==> config.mk <==
export PLATFORM = sky130hd
export DESIGN_NAME = tscap_channel
export DESIGN_NICKNAME = d
export VERILOG_FILES = /design/src/rtl/tscap_pkg.sv /design/src/rtl/tscap_edge.sv /design/src/rtl/tscap_ctrl.sv /design/src/rtl/tscap_store.sv /design/src/rtl/tscap_channel.sv
export SDC_FILE = /design/constraint.sdc
export NUM_CORES = 1
export LEC_CHECK = 0
export ABC_AREA = 1
export CORE_MARGIN = 2
export CORE_UTILIZATION = 55
export DETAILED_ROUTE_END_ITERATION = 7
export DONT_BUFFER_PORTS = 1
export GPL_ROUTABILITY_DRIVEN = 0
export GPL_TIMING_DRIVEN = 0
export PLACE_DENSITY = 0.69
export SLEW_MARGIN = 15
export SYNTH_ARGS = -nofsm -noshare
export SYNTH_HDL_FRONTEND = slang
export SYNTH_HIERARCHICAL = 1
export SYNTH_SLANG_ARGS = --single-unit
==> constraint.sdc <==
create_clock -name clk -period 2.6 [get_ports clk]
set_input_delay 0.13 -clock clk [delete_from_list [all_inputs] [get_ports clk]]
set_output_delay 0.13 -clock clk [all_outputs]
set_load 0.02 [all_outputs]
==> src/rtl/tscap_pkg.sv <==
package tscap_pkg;
  // strobes from the control path into the storage path
  typedef struct packed {
    logic load;     // latch the time slice
    logic setFlag;  // raise the pending flag
    logic clrFlag;  // drop the pending flag (loses to setFlag)
  } capStrobe_t;
endpackage

==> src/rtl/tscap_edge.sv <==
module tscap_edge #(
  parameter int SYNC_STAGES = 2
) (
  input  logic clk,
  input  logic rstN,
  input  logic pinIn,
  output logic riseHit,
  output logic fallHit
);
  logic [SYNC_STAGES-1:0] syncQ;
  logic prevQ;
  logic lvl;

  for (genvar g = 0; g < SYNC_STAGES; g++) begin : g_stage
    if (g == 0) begin : g_first
      always_ff @(posedge clk or negedge rstN) begin
        if (!rstN) syncQ[0] <= 1'b0;
        else       syncQ[0] <= pinIn;
      end
    end else begin : g_next
      always_ff @(posedge clk or negedge rstN) begin
        if (!rstN) syncQ[g] <= 1'b0;
        else       syncQ[g] <= syncQ[g-1];
      end
    end
  end

  assign lvl = syncQ[SYNC_STAGES-1];

  always_ff @(posedge clk or negedge rstN) begin
    if (!rstN) prevQ <= 1'b0;
    else       prevQ <= lvl;
  end

  assign riseHit = lvl & ~prevQ;
  assign fallHit = ~lvl & prevQ;
endmodule

==> src/rtl/tscap_ctrl.sv <==
module tscap_ctrl
  import tscap_pkg::*;
(
  input  logic       clk,
  input  logic       rstN,
  input  logic       riseHit,
  input  logic       fallHit,
  input  logic       edgeFall,
  input  logic       armSet,
  input  logic       disarm,
  input  logic       capRead,
  input  logic       swSet,
  input  logic       swClr,
  output logic       armed,
  output logic       capEvent,
  output capStrobe_t strb
);
  logic armedQ;
  logic eventQ;
  logic hit;

  assign hit = armedQ & (edgeFall ? fallHit : riseHit);

  always_ff @(posedge clk or negedge rstN) begin
    if (!rstN)       armedQ <= 1'b0;
    else if (disarm) armedQ <= 1'b0;
    else if (armSet) armedQ <= 1'b1;
  end

  always_ff @(posedge clk or negedge rstN) begin
    if (!rstN) eventQ <= 1'b0;
    else       eventQ <= hit;
  end

  always_comb begin
    strb.load    = hit;
    strb.setFlag = hit | swSet;
    strb.clrFlag = swClr | capRead;
  end

  assign armed    = armedQ;
  assign capEvent = eventQ;


  arm_take_chk: assert property (@(posedge clk) disable iff (!rstN)
    (armSet && !disarm) |=> armed);

  disarm_wins_chk: assert property (@(posedge clk) disable iff (!rstN)
    disarm |=> !armed);

  evt_armed_chk: assert property (@(posedge clk) disable iff (!rstN)
    capEvent |-> $past(armed));
endmodule

==> src/rtl/tscap_store.sv <==
module tscap_store
  import tscap_pkg::*;
#(
  parameter int TIME_W = 32,
  parameter int KEEP_W = 21
) (
  input  logic              clk,
  input  logic              rstN,
  input  capStrobe_t        strb,
  input  logic [KEEP_W-1:0] timeSlice,
  output logic [TIME_W-1:0] capValue,
  output logic              flag
);
  localparam int PAD_W = TIME_W - KEEP_W;

  logic [KEEP_W-1:0] capQ;
  logic              flagQ;

  always_ff @(posedge clk or negedge rstN) begin
    if (!rstN)          capQ <= '0;
    else if (strb.load) capQ <= timeSlice;
  end

  always_ff @(posedge clk or negedge rstN) begin
    if (!rstN)             flagQ <= 1'b0;
    else if (strb.setFlag) flagQ <= 1'b1;
    else if (strb.clrFlag) flagQ <= 1'b0;
  end

  assign capValue = {{PAD_W{1'b0}}, capQ};
  assign flag     = flagQ;


  flag_clr_chk: assert property (@(posedge clk) disable iff (!rstN)
    (strb.clrFlag && !strb.setFlag) |=> !flag);

  flag_set_chk: assert property (@(posedge clk) disable iff (!rstN)
    strb.setFlag |=> flag);
endmodule

==> src/rtl/tscap_channel.sv <==
module tscap_channel
  import tscap_pkg::*;
#(
  parameter int TIME_W      = 32,
  parameter int KEEP_W      = 21,
  parameter int SYNC_STAGES = 2
) (
  input  logic              clk,
  input  logic              rstN,
  input  logic              capPin,
  input  logic [TIME_W-1:0] timeLow,
  input  logic              armSet,
  input  logic              disarm,
  input  logic              edgeFall,
  input  logic              capRead,
  input  logic              swSet,
  input  logic              swClr,
  output logic [TIME_W-1:0] capValue,
  output logic              armed,
  output logic              capEvent,
  output logic              pending
);
  logic       riseHit;
  logic       fallHit;
  capStrobe_t strb;
  logic       unusedTimeHi;

  assign unusedTimeHi = ^timeLow[TIME_W-1:KEEP_W];

  tscap_edge #(.SYNC_STAGES(SYNC_STAGES)) uEdge (
    .clk(clk), .rstN(rstN), .pinIn(capPin),
    .riseHit(riseHit), .fallHit(fallHit)
  );

  tscap_ctrl uCtrl (
    .clk(clk), .rstN(rstN), .riseHit(riseHit), .fallHit(fallHit),
    .edgeFall(edgeFall), .armSet(armSet), .disarm(disarm),
    .capRead(capRead), .swSet(swSet), .swClr(swClr),
    .armed(armed), .capEvent(capEvent), .strb(strb)
  );

  tscap_store #(.TIME_W(TIME_W), .KEEP_W(KEEP_W)) uStore (
    .clk(clk), .rstN(rstN), .strb(strb),
    .timeSlice(timeLow[KEEP_W-1:0]),
    .capValue(capValue), .flag(pending)
  );


  cap_value_chk: assert property (@(posedge clk) disable iff (!rstN)
    capEvent |-> (capValue == {{(TIME_W-KEEP_W){1'b0}}, $past(timeLow[KEEP_W-1:0])}));

  evt_pend_chk: assert property (@(posedge clk) disable iff (!rstN)
    capEvent |-> pending);
endmodule

# --- Yosys cells after proc, flatten, opt, wreduce, memory -nomap -nowiden ---
# Index checks and enable logic that the tools add are counted.
word_totals:
  reg_bits: 27
  inputBits: 41
  output_inout_bits: 35
  wordCells: 21
classes:
  n_mux: 5
  bitwise_logic: 7
  n_reduce_logical: 2
op_table:
  columns: ["operator", "count"]
  rows:
  - ["1-bit 2-to-1 mux", 5]
  - ["2-bit nonzero test", 2]
  - ["1-bit AND", 3]
  - ["1-bit inverter", 2]
  - ["1-bit bitwise OR", 2]

# --- Logic depth before layout (Yosys ltp) ---
# Gate-level depths: netlist (run 1).
depth:
  word_depth: 6
  ltp_mapped: 11
  depth_no_buf: 9

# --- Modules after synthesis ---
# The synthesis (run 1) kept the hierarchy.
modules_own_cells:
  columns: ["mod", "n_inst", "cells_per_inst", "area_each_um2", "seq_area_each_um2"]
  rows:
  - ["tscap_store", 1, 106, 929.6, 550.5]
  - ["tscap_ctrl", 1, 15, 111.4, 50.0]
  - ["tscap_edge", 1, 7, 90.1, 75.1]

# --- Least setup slack after synthesis (run 1) ---
# No wires, ideal clock.
synth_path:
  path_type: "reg-to-reg"
  startpoint: "reg uEdge.syncQ[1] (netlist: uEdge/lvl)"
  endpoint: "reg uStore.capQ[0]"
  setup_time_ps: 117
  arrival_time_ps: 1054
  required_ps: 2483
  path_slack_ps: 1429
  path_stages_with_launch: 11
  n_path_buf: 2
  synth_period_minus_slack_ps: 1171
  cell_sequence: "dfrtp_1 > nor2_1 > inv_1 > nand2_1 > nand3_2 > inv_1 > buf_4 > inv_2 > buf_6 > nand2_1 > nand2_1"
synth_between:
  elab_chain_cells: 4
  elab_cells_between_ends: 5
  classes_between: "mux: 1; bitwise: 4"
synth_rtl:
  columns: ["item", "line_no", "source"]
  rows:
  - ["start, declared", "tscap_edge.sv:10", "logic [SYNC_STAGES-1:0] syncQ;"]
  - ["start signal, assigned by index", "tscap_edge.sv:23", "else syncQ[g] <= syncQ[g-1];"]
  - ["1-bit inverter", "tscap_edge.sv:36", "assign fallHit = ~lvl & prevQ;"]
  - ["1-bit AND", "tscap_edge.sv:36", null]
  - ["net fallHit", "tscap_channel.sv:24", "logic fallHit;"]
  - ["1-bit 2-to-1 mux", "tscap_ctrl.sv:22", "assign hit = armedQ & (edgeFall ? fallHit : riseHit);"]
  - ["1-bit AND", "tscap_ctrl.sv:22", null]
  - ["net uCtrl.hit", "tscap_ctrl.sv:20", "logic hit;"]
  - ["end signal, assigned", "tscap_store.sv:21", "else if (strb.load) capQ <= timeSlice;"]
  - ["end, declared", "tscap_store.sv:16", "logic [KEEP_W-1:0] capQ;"]
# The timed path passes the listed nets, and every way through them passes these cells.
# A chain may end at the register's enable or synchronous reset.

==> impl_metrics.yaml, run 1 <==
run_status:
  status: "completed"
clock_network:
  clkTransAtPathRegs_ps: 140
  clkSinkCount: 27
  root_buffer: "clkbuf_4"
  clockBufferDepth: 2
  cts_buffers: 3
  cts_tree: "done"
  clock_latency_ps: 310
  htreeDepth: 1
  cts_setup_buffers: 0
pwr:
  peakVddDrop_v: 0.000475
  powerDensity_mw_per_mm2: 633
  p_leak_nw: 0.851
  p_total_mw: 0.961
job:
  maxCapViolations: 0
global_routing:
  grt_pass1_wl_um: 3860
  track_usage_pct: 20.8
  grt_pass1_vias: 882
  overflow: 0
  grt_max_degree: 28
  antenna_found_initial: 0
setup_path:
  reg2reg_from: "uCtrl/armed"
  crit_required_ps: 2810
  start_kind: "flop"
  reg2reg_slack_ps: 1190
  cp.arrival_ps: 1610
  timing.rr.end: "uCtrl/armed"
  cp-end-kind: "flop"
  cp_max_fo: 3
  crit_type: "flop to flop"
  rr_worst_depth: 3
route:
  drtIter0Drc: 9
  routed_via_density: 4.32
  drt-total-wl_um: 2340
  wl_per_cell_um: 11.9
  drt_pre_antenna_iters: 4
  drcViolationCount: 0
  ant_nets: 0
  vias: 852
layout:
  diodes: 0
  layout-drive-gt1-share_pct: 12.9
  nets: 212
  syn_to_final_growth_pct: 34.3
yosys:
  syn_area_mm2: 0.00113
  synth_edf_count: 0
  synth_area_leaders: "dfrtp_1 (60%), nand2_1 (23%), buf_4 (9.3%), inv_1 (3.0%), buf_6 (2.0%)"
  netlist_instances: 128
  async_flop_share_pct: 100
  synth_cell_types: 10
  synth_warnings: 6
  ys.flop_type: "dfrtp_1"
  yosysTopAreaCell: "dfrtp_1"
  yosysMostFrequentCell: "nand2_1"
  post_synth.cell_area_avg_um2: 8.84
  synthTopCellsByCount: "nand2_1 (68), dfrtp_1 (27), buf_4 (14), inv_1 (9), nor2_1 (4)"
  yosys.area.top_type_share_pct: 59.7
  seq_area_frac_synth_pct: 59.7
  ys_ff_latch: 27
timing:
  setup_viol: 0
  hold_viol_final: 0
  finalSetupTns_ps: 0
  finalCritPeriodShare_pct: 54.2
  finalCriticalPeriod_ps: 1410
  rsz0062_at_grt: "false"
  skew_ps: 7.21
  maxSlewViolCount: 0
  timing.fmax_mhz: 710
place:
  io_buffers: 0
  dp_hpwl_um: 1410
hold_path:
  min_path_type: "input port to flop"
  hp-start: "swClr"
  min_path_cells: 4
  holdPathEnd: "uStore/flag"
die:
  rows: 16
  core_area_mm2: 0.00194
  num_io_pins: 76
  initial_core_util_pct: 58.2
  die_x_um: 49.4
  fp.dieH_um: 49.4
  dieArea_mm2: 0.00244
[how the worst max path moves through the flow]
stage | from | endpoint | slack (ps) | cells after the start
detailed placement | uEdge/lvl | uStore/capQ[11] | 1330 | 10
CTS | uEdge/lvl | uStore/capQ[11] | 1270 | 10
global placement | uEdge/lvl | uStore/capQ[19] | 1360 | 10
global route | uEdge/lvl | uStore/capQ[16] | 1130 | 10
finish | uCtrl/armed | uCtrl/armed | 1190 | 3
floorplan | uEdge/lvl | uStore/capQ[0] | 1430 | 10
[metal layers]
layer | global-route usage [%] | part of all wire (%) | vias up
met5 | 0 | 0 | -
met4 | 5.71 | 0.60 | 0
met3 | 3.99 | 6.9 | 2
met2 | 39.6 | 53 | 34
met1 | 23.0 | 39 | 381
li1 | - | - | 435
[critical path, cell delays in order, from the launching register on]
cell and delay (ps):
dfrtp_1 510, nor2_1 180, nor2_1 60, dlygate4sd3_1 560
[stage by stage]
stage	hold slack, ps	utilization, %	worst slack [ps]	cells	instance area [um2]
3_5_place_dp	-165	61.9	1330	165	1200
3_3_place_gp	-165	61.9	1360	165	1200
6_report	23.2	78.2	1190	197	1520
5_1_grt	45.3	78.2	1130	197	1520
4_1_cts	15.6	78.2	1270	197	1520
2_1_floorplan	-166	-	1430	138	1170
[placed cells by master (no fill, tap or decap), drive strengths merged]
cell | Yosys | layout
clkbuf | 0 | 4
dfrtp | 27 | 27
nor2 | 4 | 4
nand3 | 1 | 1
dlygate4sd3 | 0 | 27
inv | 10 | 10
nand2 | 68 | 68
conb | 1 | 11
or2 | 1 | 1
buf | 16 | 17
[timing repair]
item                      CTS  global route
hold buffers               28             0
hold endpoints to repair   52             0
gates resized for setup     0             0
[sequential cells by signal, indices dropped and copies added (netlist names)]
name	count
uEdge/syncQ	1
uEdge/prevQ	1
uCtrl/armed	1
uCtrl/capEvent	1
uStore/capQ	21
uEdge/lvl	1
uStore/flag	1
[area by class of cell]
class,count,area (um2)
sequential,27,676
fill,132,423
multi-input combinational,85,328
timing repair buffer,28,290
buffer,16,128
inverter,10,37.5
tap,27,33.8
clock buffer,4,26.3
[cells by family (layout without fill, tap and decap cells)]
group	Yosys count	in the layout	share of synthesized area (%)
AND/OR/NAND/NOR	74	74	25.3
flip-flops	27	27	59.7
buffers and inverters	26	58	14.6
other	1	11	0.332
[report_power, final]
| part | leakage, nW | switching, mW | internal [mW] |
|---|---|---|---|
| Sequential | 0.334 | 0.140 | 0.492 |
| Clock | 0.0150 | 0.111 | 0.0598 |
| Combinational | 0.502 | 0.0815 | 0.0776 |
Power figures use the tool's default switching activity.
==> run 2, diff against run 1 <==
clock period = 1.4 ns   (was 2.6 ns; I/O delays follow)
==> impl_metrics.yaml, run 2 (synthesis gave the netlist of run 1 again) <==
clock_network:
  clkSinkCount: 27
  root_buffer: "clkbuf_4"
  clkTransAtPathRegs_ps: 130
  clock_latency_ps: 310
  cts_buffers: 3
  htreeDepth: 1
  clockBufferDepth: 2
  cts_tree: "done"
timing:
  holdWs_ps: 188
  finalCriticalPeriod_ps: 1370
  timing.fmax_mhz: 732
  finalCritPeriodShare_pct: 97.5
  hold_viol_final: 0
  skew_ps: 0.964
  setup_ws_ps: 34.5
  maxSlewViolCount: 0
  setup_viol: 0
job:
  maxCapViolations: 0
setup_path:
  crit_required_ps: 1610
  crit_type: "flop to flop"
  start_kind: "flop"
  rr_worst_depth: 3
  cp-end-kind: "flop"
  cp.arrival_ps: 1570
  cp_max_fo: 3
run_status:
  status: "completed"
global_routing:
  overflow: 0
  track_usage_pct: 21.6
  grt_pass1_vias: 884
  grt_max_degree: 28
  grt_pass1_wl_um: 3950
  antenna_found_initial: 0
place:
  io_buffers: 0
  dpl_worst_slack_ps: 131
  dp_hpwl_um: 1410
layout:
  final_common_cell: "nand2_1"
  largest_reg_flops: 21
  diodes: 0
  final_cell_mix: "nand2_1 (67), dlygate4sd3_1 (29), dfrtp_1 (26)"
  syn_to_final_growth_pct: 37.1
  regMostFlops: "uStore/capQ"
  layout-drive-gt1-share_pct: 15.0
  multi_input_area_um2: 330
  regArea_um2: 677
  fillers: 121
  nets: 215
hold_path:
  min_path_type: "input port to asynchronous set/reset pin"
pwr:
  clkPwrFrac_pct: 17.8
  internal-power_mw: 1.17
  powerDensity_mw_per_mm2: 1160
  p_leak_nw: 0.860
  peakVddDrop_v: 0.000878
  sequentialPowerShare_pct: 65.2
  p_switching_mw: 0.624
  p_comb_share_pct: 17.0
  p_sw_share_pct: 34.7
route:
  drt_pre_antenna_iters: 4
  drt-total-wl_um: 2490
  drcViolationCount: 0
  routed_via_density: 4.39
  drtIter0Drc: 16
  wl_per_cell_um: 12.4
  ant_nets: 0
  vias: 878
die:
  num_io_pins: 76
  initial_core_util_pct: 58.2
  rows: 16
  dieArea_mm2: 0.00244
  core_area_mm2: 0.00194
  fp.dieH_um: 49.4
  die_x_um: 49.4
run 2: per-layer routing:
layer / vias up / share of wire, % / global-route usage (%)
met5: - / 0 / 0
met4: 0 / 0.52 / 5.71
met3: 2 / 6.9 / 3.99
met2: 34 / 54 / 41.4
met1: 403 / 39 / 24.0
li1: 439 / - / -
run 2: area by class of cell:
class                           count  area share (%)
Sequential cell                    27            43.7
Clock buffer                        4            1.69
Multi-Input combinational cell     85            21.3
Buffer                             16            8.23
Tap cell                           27            2.18
Inverter                           10            2.42
Timing Repair Buffer               31            20.5
run 2: what timing repair did:
item / CTS / global route
resized for setup: 0 / 3
hold buffers: 30 / 0
endpoints found under the setup margin: 0 / 22
setup buffers: 0 / 1
hold endpoints to repair: 52 / 0
run 2: final timing paths:
| path | from | to | slack, ps |
|---|---|---|---|
| setup / recovery | uCtrl/armed | uCtrl/armed | 30 |
| hold / removal | rstN | uStore/capQ[10] | 190 |
| setup reg to reg | uCtrl/armed | uCtrl/armed | 30 |
| hold reg to reg | uEdge/syncQ[0] | uEdge/lvl | 360 |
| max in group asynchronous | rstN | uCtrl/armed | 1060 |
| min in group clk | capPin | uEdge/syncQ[0] | 310 |
run 2: power groups by stage:
stage	clock, mW	sequential (mW)	combinational (mW)
6_report	0.319	1.17	0.306
5_1_grt	0.369	1.19	0.346
4_1_cts	0.334	1.17	0.295
3_5_place_dp	0	1.19	0.210
3_3_place_gp	0	1.19	0.198
2_1_floorplan	0	1.16	0.184
run 2: through the flow:
| stage | area (um2) | util, % | power [mW] | instances | setup TNS [ps] |
|---|---|---|---|---|---|
| 2_1_floorplan | 1170 | - | 1.35 | 138 | 0 |
| 3_3_place_gp | 1200 | 61.9 | 1.38 | 165 | 0 |
| 3_5_place_dp | 1200 | 61.9 | 1.40 | 165 | 0 |
| 4_1_cts | 1540 | 79.3 | 1.80 | 199 | 0 |
| 5_1_grt | 1550 | 79.8 | 1.91 | 200 | -91.0 |
| 6_report | 1550 | 79.8 | 1.80 | 200 | 0 |
run 2: critical path, cell delays in order (launching register included):
cell	delay (ps)
dfrtp_2	500
nor2_1	160
nor2_1	60
dlygate4sd3_1	550
